<file path="src/rtl/ecc_sram_pkg.sv">
`timescale 1ns/1ps
// Shared constants, types and position helpers for the corrected byte memory.
// Assumes a 12-bit Hamming layout with check bits at power-of-two positions.
package ecc_sram_pkg;

    localparam int DATA_W = 8;
    localparam int CW_W   = 12;
    localparam int SYN_W  = 4;

    // Access mode produced by the host strobe decode
    typedef enum logic [1:0] {
        MODE_IDLE  = 2'd0,
        MODE_READ  = 2'd1,
        MODE_WRITE = 2'd2,
        MODE_MUTED = 2'd3
    } access_mode_e;

    // 1-based codeword position of data bit i (non-power-of-two slots in order)
    function automatic int data_slot(input int i);
        int res;
        int n;
        res = 0;
        n   = 0;
        for (int p = 1; p <= CW_W; p++) begin
            if ((p & (p - 1)) != 0) begin
                if (n == i) res = p;
                n = n + 1;
            end
        end
        return res;
    endfunction

    // Mask of codeword bits whose 1-based position has bit k set
    function automatic logic [CW_W-1:0] cover_mask(input int k);
        logic [CW_W-1:0] m;
        m = '0;
        for (int p = 1; p <= CW_W; p++) begin
            if (((p >> k) & 1) == 1) m[p-1] = 1'b1;
        end
        return m;
    endfunction

endpackage

</file>
<file path="src/rtl/ecc_mode_decode.sv">
`timescale 1ns/1ps
// Decodes the select, write and drive strobes into a single access mode.
// Assumes the strobes are already synchronous to the clock domain of the array.
module ecc_mode_decode
    import ecc_sram_pkg::*;
(
    input  logic en_lo_n,
    input  logic en_hi,
    input  logic write_n,
    input  logic drive_n,
    output logic wr_en,
    output logic rd_en
);

    access_mode_e mode;

    // Select first, then write over read, then drive
    always_comb begin
        if (en_lo_n || !en_hi) begin
            mode = MODE_IDLE;
        end else if (!write_n) begin
            mode = MODE_WRITE;
        end else if (!drive_n) begin
            mode = MODE_READ;
        end else begin
            mode = MODE_MUTED;
        end
    end

    // Mode to one-hot style strobes
    always_comb begin
        wr_en = (mode == MODE_WRITE);
        rd_en = (mode == MODE_READ);
    end

endmodule

</file>
<file path="src/rtl/ecc_encoder.sv">
`timescale 1ns/1ps
// Builds a 12-bit Hamming codeword from one data byte.
// Check bit k sits at position 2^k and makes the parity of its covered set even.
module ecc_encoder
    import ecc_sram_pkg::*;
(
    input  logic [DATA_W-1:0] data,
    output logic [CW_W-1:0]   cw
);

    logic [CW_W-1:0]  placed;
    logic [SYN_W-1:0] chk;

    // Data bits into their slots, check slots held at zero
    for (genvar i = 0; i < DATA_W; i++) begin : g_place
        assign placed[data_slot(i)-1] = data[i];
    end
    for (genvar k = 0; k < SYN_W; k++) begin : g_zero
        assign placed[(1 << k)-1] = 1'b0;
    end

    // One parity per check bit over its covered positions
    for (genvar k = 0; k < SYN_W; k++) begin : g_chk
        assign chk[k] = ^(placed & cover_mask(k));
    end

    // Merge check bits into the placed word
    always_comb begin
        cw = placed;
        for (int k = 0; k < SYN_W; k++) begin
            cw[(1 << k)-1] = chk[k];
        end
    end

endmodule

</file>
<file path="src/rtl/ecc_decoder.sv">
`timescale 1ns/1ps
// Computes the syndrome of a stored codeword and repairs one flipped bit.
// Assumes at most one error for a correct result; an out-of-range syndrome passes data raw.
module ecc_decoder
    import ecc_sram_pkg::*;
(
    input  logic [CW_W-1:0]   cw,
    output logic [DATA_W-1:0] data,
    output logic              fixed
);

    logic [SYN_W-1:0] syn;
    logic [CW_W-1:0]  repaired;

    // Syndrome bit k: parity over positions with bit k set
    for (genvar k = 0; k < SYN_W; k++) begin : g_syn
        assign syn[k] = ^(cw & cover_mask(k));
    end

    // Flip the bit the syndrome names when it lies inside the word
    always_comb begin
        repaired = cw;
        fixed    = 1'b0;
        if ((syn != '0) && (syn <= SYN_W'(CW_W))) begin
            repaired[syn - 1'b1] = ~cw[syn - 1'b1];
            fixed                = 1'b1;
        end
    end

    // Pull the data bits back out of their slots
    for (genvar i = 0; i < DATA_W; i++) begin : g_pick
        assign data[i] = repaired[data_slot(i)-1];
    end

endmodule

</file>
<file path="src/rtl/ecc_code_store.sv">
`timescale 1ns/1ps
// Codeword array with a combinational read port, a clocked write port and a
// test-only single-bit flip port. DEPTH is assumed to be a power of two.
module ecc_code_store
    import ecc_sram_pkg::*;
#(
    parameter int DEPTH = 16,
    localparam int AW   = $clog2(DEPTH)
) (
    input  logic              clk,
    input  logic              rst_n,
    input  logic              wr_en,
    input  logic [AW-1:0]     wr_addr,
    input  logic [CW_W-1:0]   wr_cw,
    input  logic              inj_en,
    input  logic [AW-1:0]     inj_addr,
    input  logic [SYN_W-1:0]  inj_idx,
    input  logic [AW-1:0]     rd_addr,
    output logic [CW_W-1:0]   rd_cw
);

    logic [CW_W-1:0] mem [DEPTH];

    // Reset clear, then bit flip, then write (write assignment comes last and wins)
    always_ff @(posedge clk) begin
        if (!rst_n) begin
            for (int i = 0; i < DEPTH; i++) begin
                mem[i] <= '0;
            end
        end else begin
            if (inj_en && (inj_idx < SYN_W'(CW_W))) begin
                mem[inj_addr][inj_idx] <= ~mem[inj_addr][inj_idx];
            end
            if (wr_en) begin
                mem[wr_addr] <= wr_cw;
            end
        end
    end

    // Asynchronous read of the addressed codeword
    always_comb begin
        rd_cw = mem[rd_addr];
    end

endmodule

</file>
<file path="src/rtl/ecc_byte_sram.sv">
`timescale 1ns/1ps
// Byte memory with per-byte Hamming protection, on-the-fly single-bit repair
// and a correction flag. Reads are combinational; writes are clocked.
// Repaired data is never written back to the array.
module ecc_byte_sram
    import ecc_sram_pkg::*;
#(
    parameter int DEPTH = 16,
    localparam int AW   = $clog2(DEPTH)
) (
    input  logic              clk,
    input  logic              rst_n,
    input  logic [AW-1:0]     addr,
    input  logic              en_lo_n,
    input  logic              en_hi,
    input  logic              write_n,
    input  logic              drive_n,
    input  logic [DATA_W-1:0] bus_in,
    output logic [DATA_W-1:0] bus_out,
    output logic              bus_drv,
    output logic              fix_flag,
    output logic              fix_drv,
    input  logic              inj_en,
    input  logic [AW-1:0]     inj_addr,
    input  logic [SYN_W-1:0]  inj_idx
);

    logic              wr_en;
    logic              rd_en;
    logic [CW_W-1:0]   enc_cw;
    logic [CW_W-1:0]   rd_cw;
    logic [DATA_W-1:0] dec_data;
    logic              dec_fixed;

    ecc_mode_decode u_mode (
        .en_lo_n (en_lo_n),
        .en_hi   (en_hi),
        .write_n (write_n),
        .drive_n (drive_n),
        .wr_en   (wr_en),
        .rd_en   (rd_en)
    );

    ecc_encoder u_enc (
        .data (bus_in),
        .cw   (enc_cw)
    );

    ecc_code_store #(.DEPTH(DEPTH)) u_store (
        .clk      (clk),
        .rst_n    (rst_n),
        .wr_en    (wr_en),
        .wr_addr  (addr),
        .wr_cw    (enc_cw),
        .inj_en   (inj_en),
        .inj_addr (inj_addr),
        .inj_idx  (inj_idx),
        .rd_addr  (addr),
        .rd_cw    (rd_cw)
    );

    ecc_decoder u_dec (
        .cw    (rd_cw),
        .data  (dec_data),
        .fixed (dec_fixed)
    );

    // Output stage: drive only in read mode, hold zero otherwise
    always_comb begin
        bus_drv  = rd_en;
        fix_drv  = rd_en;
        bus_out  = rd_en ? dec_data : '0;
        fix_flag = rd_en & dec_fixed;
    end

endmodule

</file>
<file path="config.mk">
export PLATFORM = sky130hd
export DESIGN_NAME = ecc_byte_sram
export DESIGN_NICKNAME = d
export VERILOG_FILES = /design/src/rtl/ecc_sram_pkg.sv /design/src/rtl/ecc_mode_decode.sv /design/src/rtl/ecc_encoder.sv /design/src/rtl/ecc_decoder.sv /design/src/rtl/ecc_code_store.sv /design/src/rtl/ecc_byte_sram.sv
export SDC_FILE = /design/constraint.sdc
export NUM_CORES = 1
export LEC_CHECK = 0
export BUFFER_PORTS_ARGS = -buffer_cell sky130_fd_sc_hd__buf_2
export CAP_MARGIN = 30
export CORE_MARGIN = 1.5
export CORE_UTILIZATION = 51
export DETAILED_ROUTE_END_ITERATION = 10
export PLACE_DENSITY = 0.77
export REMOVE_ABC_BUFFERS = 1
export SYNTH_ARGS = -nofsm -noshare
export SYNTH_HDL_FRONTEND = slang
export SYNTH_HIERARCHICAL = 1
export SYNTH_SLANG_ARGS = --single-unit
</file>
<file path="constraint.sdc">
create_clock -name clk -period 7.4 [get_ports clk]
set_input_delay 1.11 -clock clk [delete_from_list [all_inputs] [get_ports clk]]
set_output_delay 1.11 -clock clk [all_outputs]
set_load 0.01 [all_outputs]
</file>
==> flow_summary.yaml, run 1 <==
run_status:
  outcome: "finished, final reports clean"
route:
  wirelength_mm: 44.96
  vias: 11870
  via_per_inst: 7.521
  first_iter_violations: 2051
  wl_per_cell_um: 28.49
  drt_pass1_iterations: 6
  route.detailed.drc: 0
  antenna_left: 0
clocking:
  hold_buffers: 0
  cts_sinks: 192
  post_cts_buffers: 0
  clockBufferDepth: 2
  cts_tree: "done"
  clk_pin_slew_ps: 70
  cts.repair.resized: 0
  root_buffer: "clkbuf_16"
  cts-buffers-inserted: 17
  htree_levels: 4
  clock_latency_ps: 450
sta:
  timing.final.ws_setup_ps: 575.8
  fin_skew_ps: 16.09
  slew_headroom_pct: 28.59
  hold_viol_final: 0
  finalSetupViolCount: 0
  tns_ps: 0
  tightest_slew_ps: 1068
  finalMaxSlewViolations: 0
  rsz0062_at_grt: "no"
  post-route-period-util_pct: 92.22
  period_needed_ps: 6824
  fmax_ghz: 0.1465
run:
  drv_cap: 0
floorplan:
  initial_core_util_pct: 52.34
  fp-row-count: 60
  core_area_mm2: 0.02718
  die_w_um: 170
  design.die.area_mm2: 0.02890
  io_pins: 38
  die_height_um: 170
finish:
  largest_reg_flops: 192
  drive_above_1_share_pct: 24.96
  fill_cells: 2188
  largest-register: "u_store/mem"
  diodes: 0
  multi_input_area_mm2: 0.007666
  design_area_mm2: 0.01506
  regArea_mm2: 0.005766
  top_regs: "u_store/mem (192)"
  nets: 1225
  syn2layout_area_growth_pct: 5.911
power:
  p_leak_nw: 5.032
  switchingPower_w: 0.0009409
  power_density_mw_per_mm2: 195.2
  p_seq_share_pct: 43.0
  peakVddDrop_mv: 0.1688
  p_sw_share_pct: 32.01
  p_int_w: 0.001999
  pwr-share-clk_pct: 31.6
  p_comb_share_pct: 25.4
synthesis:
  syn_area_mm2: 0.01422
  ys.flop_type: "edfxtp_1"
  ys_async_sr_fraction_pct: 0
  synthDistinctLibCells: 58
  netlist_instances: 1275
  synth.avg_cell_area_um2: 11.16
  yosysWarnings: 6
  synth_edf_count: 192
  ys_ff_latch: 192
  ys_seq_area_share_pct: 40.53
global_routing:
  grt_max_degree: 46
  grt_pass1_vias: 10970
  antenna_found_initial: 0
  grt_first_pass_wirelength_mm: 68.41
  grt_util_all_layers_pct: 31.77
  overflow: 0
critical_path:
  crit_required_ps: 6290
  start_kind: "input port"
  crit_type: "in2out"
  endpoint_kind: "output pin"
  reg2regPathDepth: 7
  path_max_fanout: 41
  arrival_ps: 5710
hold_path:
  hp-class: "in2reg"
  holdPathStages: 3
place:
  dpl_cell_area_mm2: 0.01448
  place_ws_ps: 571.9
  numPortBuffers: 37
  place_congestion: 0.9631
  dp_hpwl_mm: 30.50
## area by class of cell
cell class / count / share of cell area [%]
Multi-Input combinational cell: 896 / 50.89
Timing Repair Buffer: 82 / 3.829
Sequential cell: 192 / 38.27
Inverter: 4 / 0.09967
Tap cell: 372 / 3.090
Clock inverter: 14 / 0.9718
Clock buffer: 18 / 2.849
## final timing paths
check | start | endpoint | slack, ps
worst max-delay path | addr[0] | bus_out[3] | 580
worst min-delay path | bus_in[4] | u_store/mem[2][8] | 1220
worst min register to register | u_store/mem[15][6] | u_store/mem[4][6] | 1280
worst max register to register | u_store/mem[10][1] | u_store/mem[14][1] | 4340
## kinds of logic after synthesis
family	share of synthesized area, %
AND/OR/NAND/NOR	10.02
adder cells (fa/ha/maj)	0.4398
multiplexers	18.97
buffers and inverters	5.815
flip-flops	40.53
XOR/XNOR	2.313
AO/OA/AOI/OAI	21.91
## power by group through the flow
stage / Clock, W / Sequential [W] / Combinational (W)
floorplan: 0 / 0.00127 / 0.000505
global placement: 0 / 0.00128 / 0.000704
detailed placement: 0 / 0.00129 / 0.000727
CTS: 0.000929 / 0.00126 / 0.000730
global route: 0.000965 / 0.00127 / 0.000798
finish: 0.000928 / 0.00126 / 0.000747
## cells in the final DEF, fill, tap and decap left out, types with 3 or more instances in the layout
cell and count:
nand2b_1 4, a32oi_1 4, clkinv_4 3, inv_8 4, buf_2 36, o41ai_2 52
o31ai_1 12, nor2b_1 29, clkbuf_16 17, mux2_1 3, o41ai_1 28, a21oi_1 5
nor3_1 22, or3_1 3, and2_1 10, a31oi_1 6, a22o_1 50, nor3b_1 9
nor2_1 20, edfxtp_1 192, buf_4 41, ha_1 5, xor2_1 6, mux2i_1 16
o21ai_0 245, nand2_1 183, xnor3_1 4, or2_2 13, nand3_1 7, mux4_2 109
inv_1 4, inv_6 3, xnor2_1 11, nor3_2 4
## per-stage QoR
stage | total power, W | util, % | hold WS (ps) | std cells
floorplan | 0.001771 | - | 1168 | 1092
global placement | 0.001988 | 52.90 | 1184 | 1536
detailed placement | 0.002012 | 53.29 | 1190 | 1545
CTS | 0.002920 | 55.41 | 1207 | 1577
global route | 0.003028 | 55.43 | 1232 | 1578
finish | 0.002940 | 55.43 | 1223 | 1578
## per-layer routing
metal  vias to the layer above  wire [um]  global-route usage [%]
li1                       4803          -                       -
met1                      5726      15930                   42.87
met2                      1133      20270                   48.97
met3                       206       6752                   8.395
met4                         0       2008                   12.85
met5                         -          0                       0
## worst max-delay path, stage by stage
cell and delay [ps]:
buf_4 620, mux4_2 600, mux4_2 570, xnor2_1 370, xor3_2 450, ha_1 530, inv_1 180, or3_1 410
o22ai_2 160, nand2_1 80, mux2_1 320, and2_1 150, buf_2 130
## cells in the mapped netlist (11+ instances only)
library cell | number | area, um^2
nor2b_1 | 29 | 181.4
nor2_1 | 20 | 75.07
nand2_1 | 183 | 686.9
buf_2 | 13 | 65.06
or2_2 | 13 | 81.33
buf_4 | 11 | 82.58
edfxtp_1 | 192 | 5766
o21ai_0 | 245 | 1226
mux2i_1 | 16 | 160.2
o41ai_2 | 52 | 845.8
nor3_1 | 26 | 130.1
xnor2_1 | 12 | 105.1
o41ai_1 | 28 | 245.2
o31ai_1 | 12 | 90.09
mux4_2 | 109 | 2455
a22o_1 | 50 | 437.9
buf_1 | 19 | 71.32
clkbuf_1 | 131 | 491.7
Power figures use the tool's default switching activity.
==> run 2: changes to the inputs <==
- CORE_ASPECT_RATIO: default -> 2
- CORE_MARGIN: 1.5 -> 4
- REMOVE_ABC_BUFFERS: 1 -> default
==> flow_summary.yaml, run 2 (same netlist as run 1, synthesis figures left out) <==
clocking:
  cts_tree: "done"
  clock_latency_ps: 460
  clockBufferDepth: 2
  cts-buffers-inserted: 17
  hold_buffers: 0
  post_cts_buffers: 0
  root_buffer: "clkbuf_16"
  clk_pin_slew_ps: 80
  cts_sinks: 192
  htree_levels: 4
  cts.repair.resized: 0
critical_path:
  arrival_ps: 5810
  start_kind: "input port"
  cpPeakStageDelay_ps: 640
  crit_chain: "buf_4 -> mux4_2 -> mux4_2 -> xnor2_1 -> xor3_2 -> ha_1 -> inv_1 -> or3_1 -> o22ai_2 -> nand2_1 -> mux2_1 -> and2_1 -> buf_2"
  cp_common_cell: "mux4_2"
  crit_family: "multiplexers"
  endpoint_kind: "output pin"
  path_max_fanout: 43
  crit_type: "in2out"
  cpMaxStageDelayCell: "buf_4"
  critPathBufInv: 3
  crit_required_ps: 6290
route:
  first_iter_violations: 2204
  wirelength_mm: 49.29
  antenna_left: 0
  vias: 11970
  wl_per_cell_um: 31.36
  route.detailed.drc: 0
  drt_pass1_iterations: 6
  via_per_inst: 7.611
sta:
  period_needed_ps: 6921
  slew_headroom_pct: 27.62
  rsz0062_at_grt: "no"
  fin_skew_ps: 10.16
  tns_ps: 0
  finalSetupViolCount: 0
  finalMaxSlewViolations: 0
  hold_viol_final: 0
  fmax_ghz: 0.1445
  tightest_slew_ps: 1083
  post-route-period-util_pct: 93.52
floorplan:
  core_area_mm2: 0.02755
  initial_core_util_pct: 51.64
  die_w_um: 126.1
  fp-row-count: 86
  io_pins: 38
  die_height_um: 244.2
  design.die.area_mm2: 0.03079
finish:
  design_area_mm2: 0.01524
  nets: 1238
  drive_above_1_share_pct: 26.17
  largest_reg_flops: 192
  syn2layout_area_growth_pct: 7.160
  layout_common_cells: "o21ai_0, edfxtp_1, nand2_1, mux4_2, o41ai_2"
  top_regs: "u_store/mem (192)"
  final_common_cell: "o21ai_0"
  largest-register: "u_store/mem"
global_routing:
  antenna_found_initial: 1
  grt_first_pass_wirelength_mm: 72.98
  overflow: 0
  grt_util_all_layers_pct: 31.78
  grt_max_degree: 44
  grt_pass1_vias: 11890
hold_path:
  hp-class: "in2reg"
run_status:
  outcome: "finished, final reports clean"
power:
  p_int_w: 0.002006
  power_density_mw_per_mm2: 195.4
  p_leak_nw: 5.139
  p_sw_share_pct: 32.63
  pwr-share-clk_pct: 31.1
  peakVddDrop_mv: 0.1802
  p_seq_share_pct: 42.3
  p_comb_share_pct: 26.6
  switchingPower_w: 0.0009717
run:
  drv_cap: 0
place:
  dpl_cell_area_mm2: 0.01457
  numPortBuffers: 37
  dp_hpwl_mm: 33.74
  place_congestion: 1.025
synthesis:
  syn_nets: 1307
## run 2: cell count changes in the layout (fill, tap and decap cells not counted), sizes merged
cell      previous run  this run
clkbuf              18        17
clkinvlp             2         4
diode                0         1
buf                 82        95
clkinv               4         3
## run 2: metrics by stage
step                power [W]  cells  setup WS [ps]  hold WS (ps)  util, %
finish               0.002978   1572          479.4          1184    55.33
global route         0.003062   1571          135.7          1223    55.32
CTS                  0.002948   1567          476.1          1171    55.00
detailed placement   0.002043   1535          478.0          1314    52.90
global placement     0.002017   1529          614.6          1282    52.51
floorplan            0.001839   1275          778.2          1023        -
## run 2: area by class of cell
| cell class | instances | area (um^2) |
|---|---|---|
| fill | 2279 | 12300 |
| multi-input combinational | 896 | 7684 |
| sequential | 192 | 5766 |
| timing repair buffer | 95 | 758.2 |
| tap | 352 | 440.4 |
| clock buffer | 17 | 425.4 |
| clock inverter | 15 | 151.4 |
| inverter | 4 | 15.01 |
| antenna | 1 | 2.502 |
## run 2: path summary, 6_finish.rpt
| check | from | endpoint | slack [ps] | cells past startpoint |
|---|---|---|---|---|
| setup reg to reg | u_store/mem[4][1] | u_store/mem[5][5] | 4130 | 7 |
| setup / recovery | addr[0] | bus_out[3] | 480 | 13 |
| hold / removal | bus_in[2] | u_store/mem[0][5] | 1180 | 3 |
| hold reg to reg | u_store/mem[11][2] | u_store/mem[0][2] | 1330 | 5 |
## run 2: worst reg2reg max path, cell delays in order (launching register included)
cell and delay [ps]:
edfxtp_1 470, mux4_2 260, mux4_2 240, o22ai_1 80, or4b_2 670, o21ai_4 360, buf_4 680, o41ai_2 230
## run 2: power groups by stage
stage / registers, W / clock network [W] / logic, W
global placement: 0.00128 / 0 / 0.000737
global route: 0.00126 / 0.000969 / 0.000832
detailed placement: 0.00128 / 0 / 0.000761
CTS: 0.00126 / 0.000926 / 0.000764
finish: 0.00126 / 0.000928 / 0.000791
floorplan: 0.00127 / 0 / 0.000573
## run 2: metal layers
layer	share of wire (%)	GRT usage, %
met1	29	34.31
met2	48	51.60
met4	11	27.38
met5	0	0
met3	12	7.672
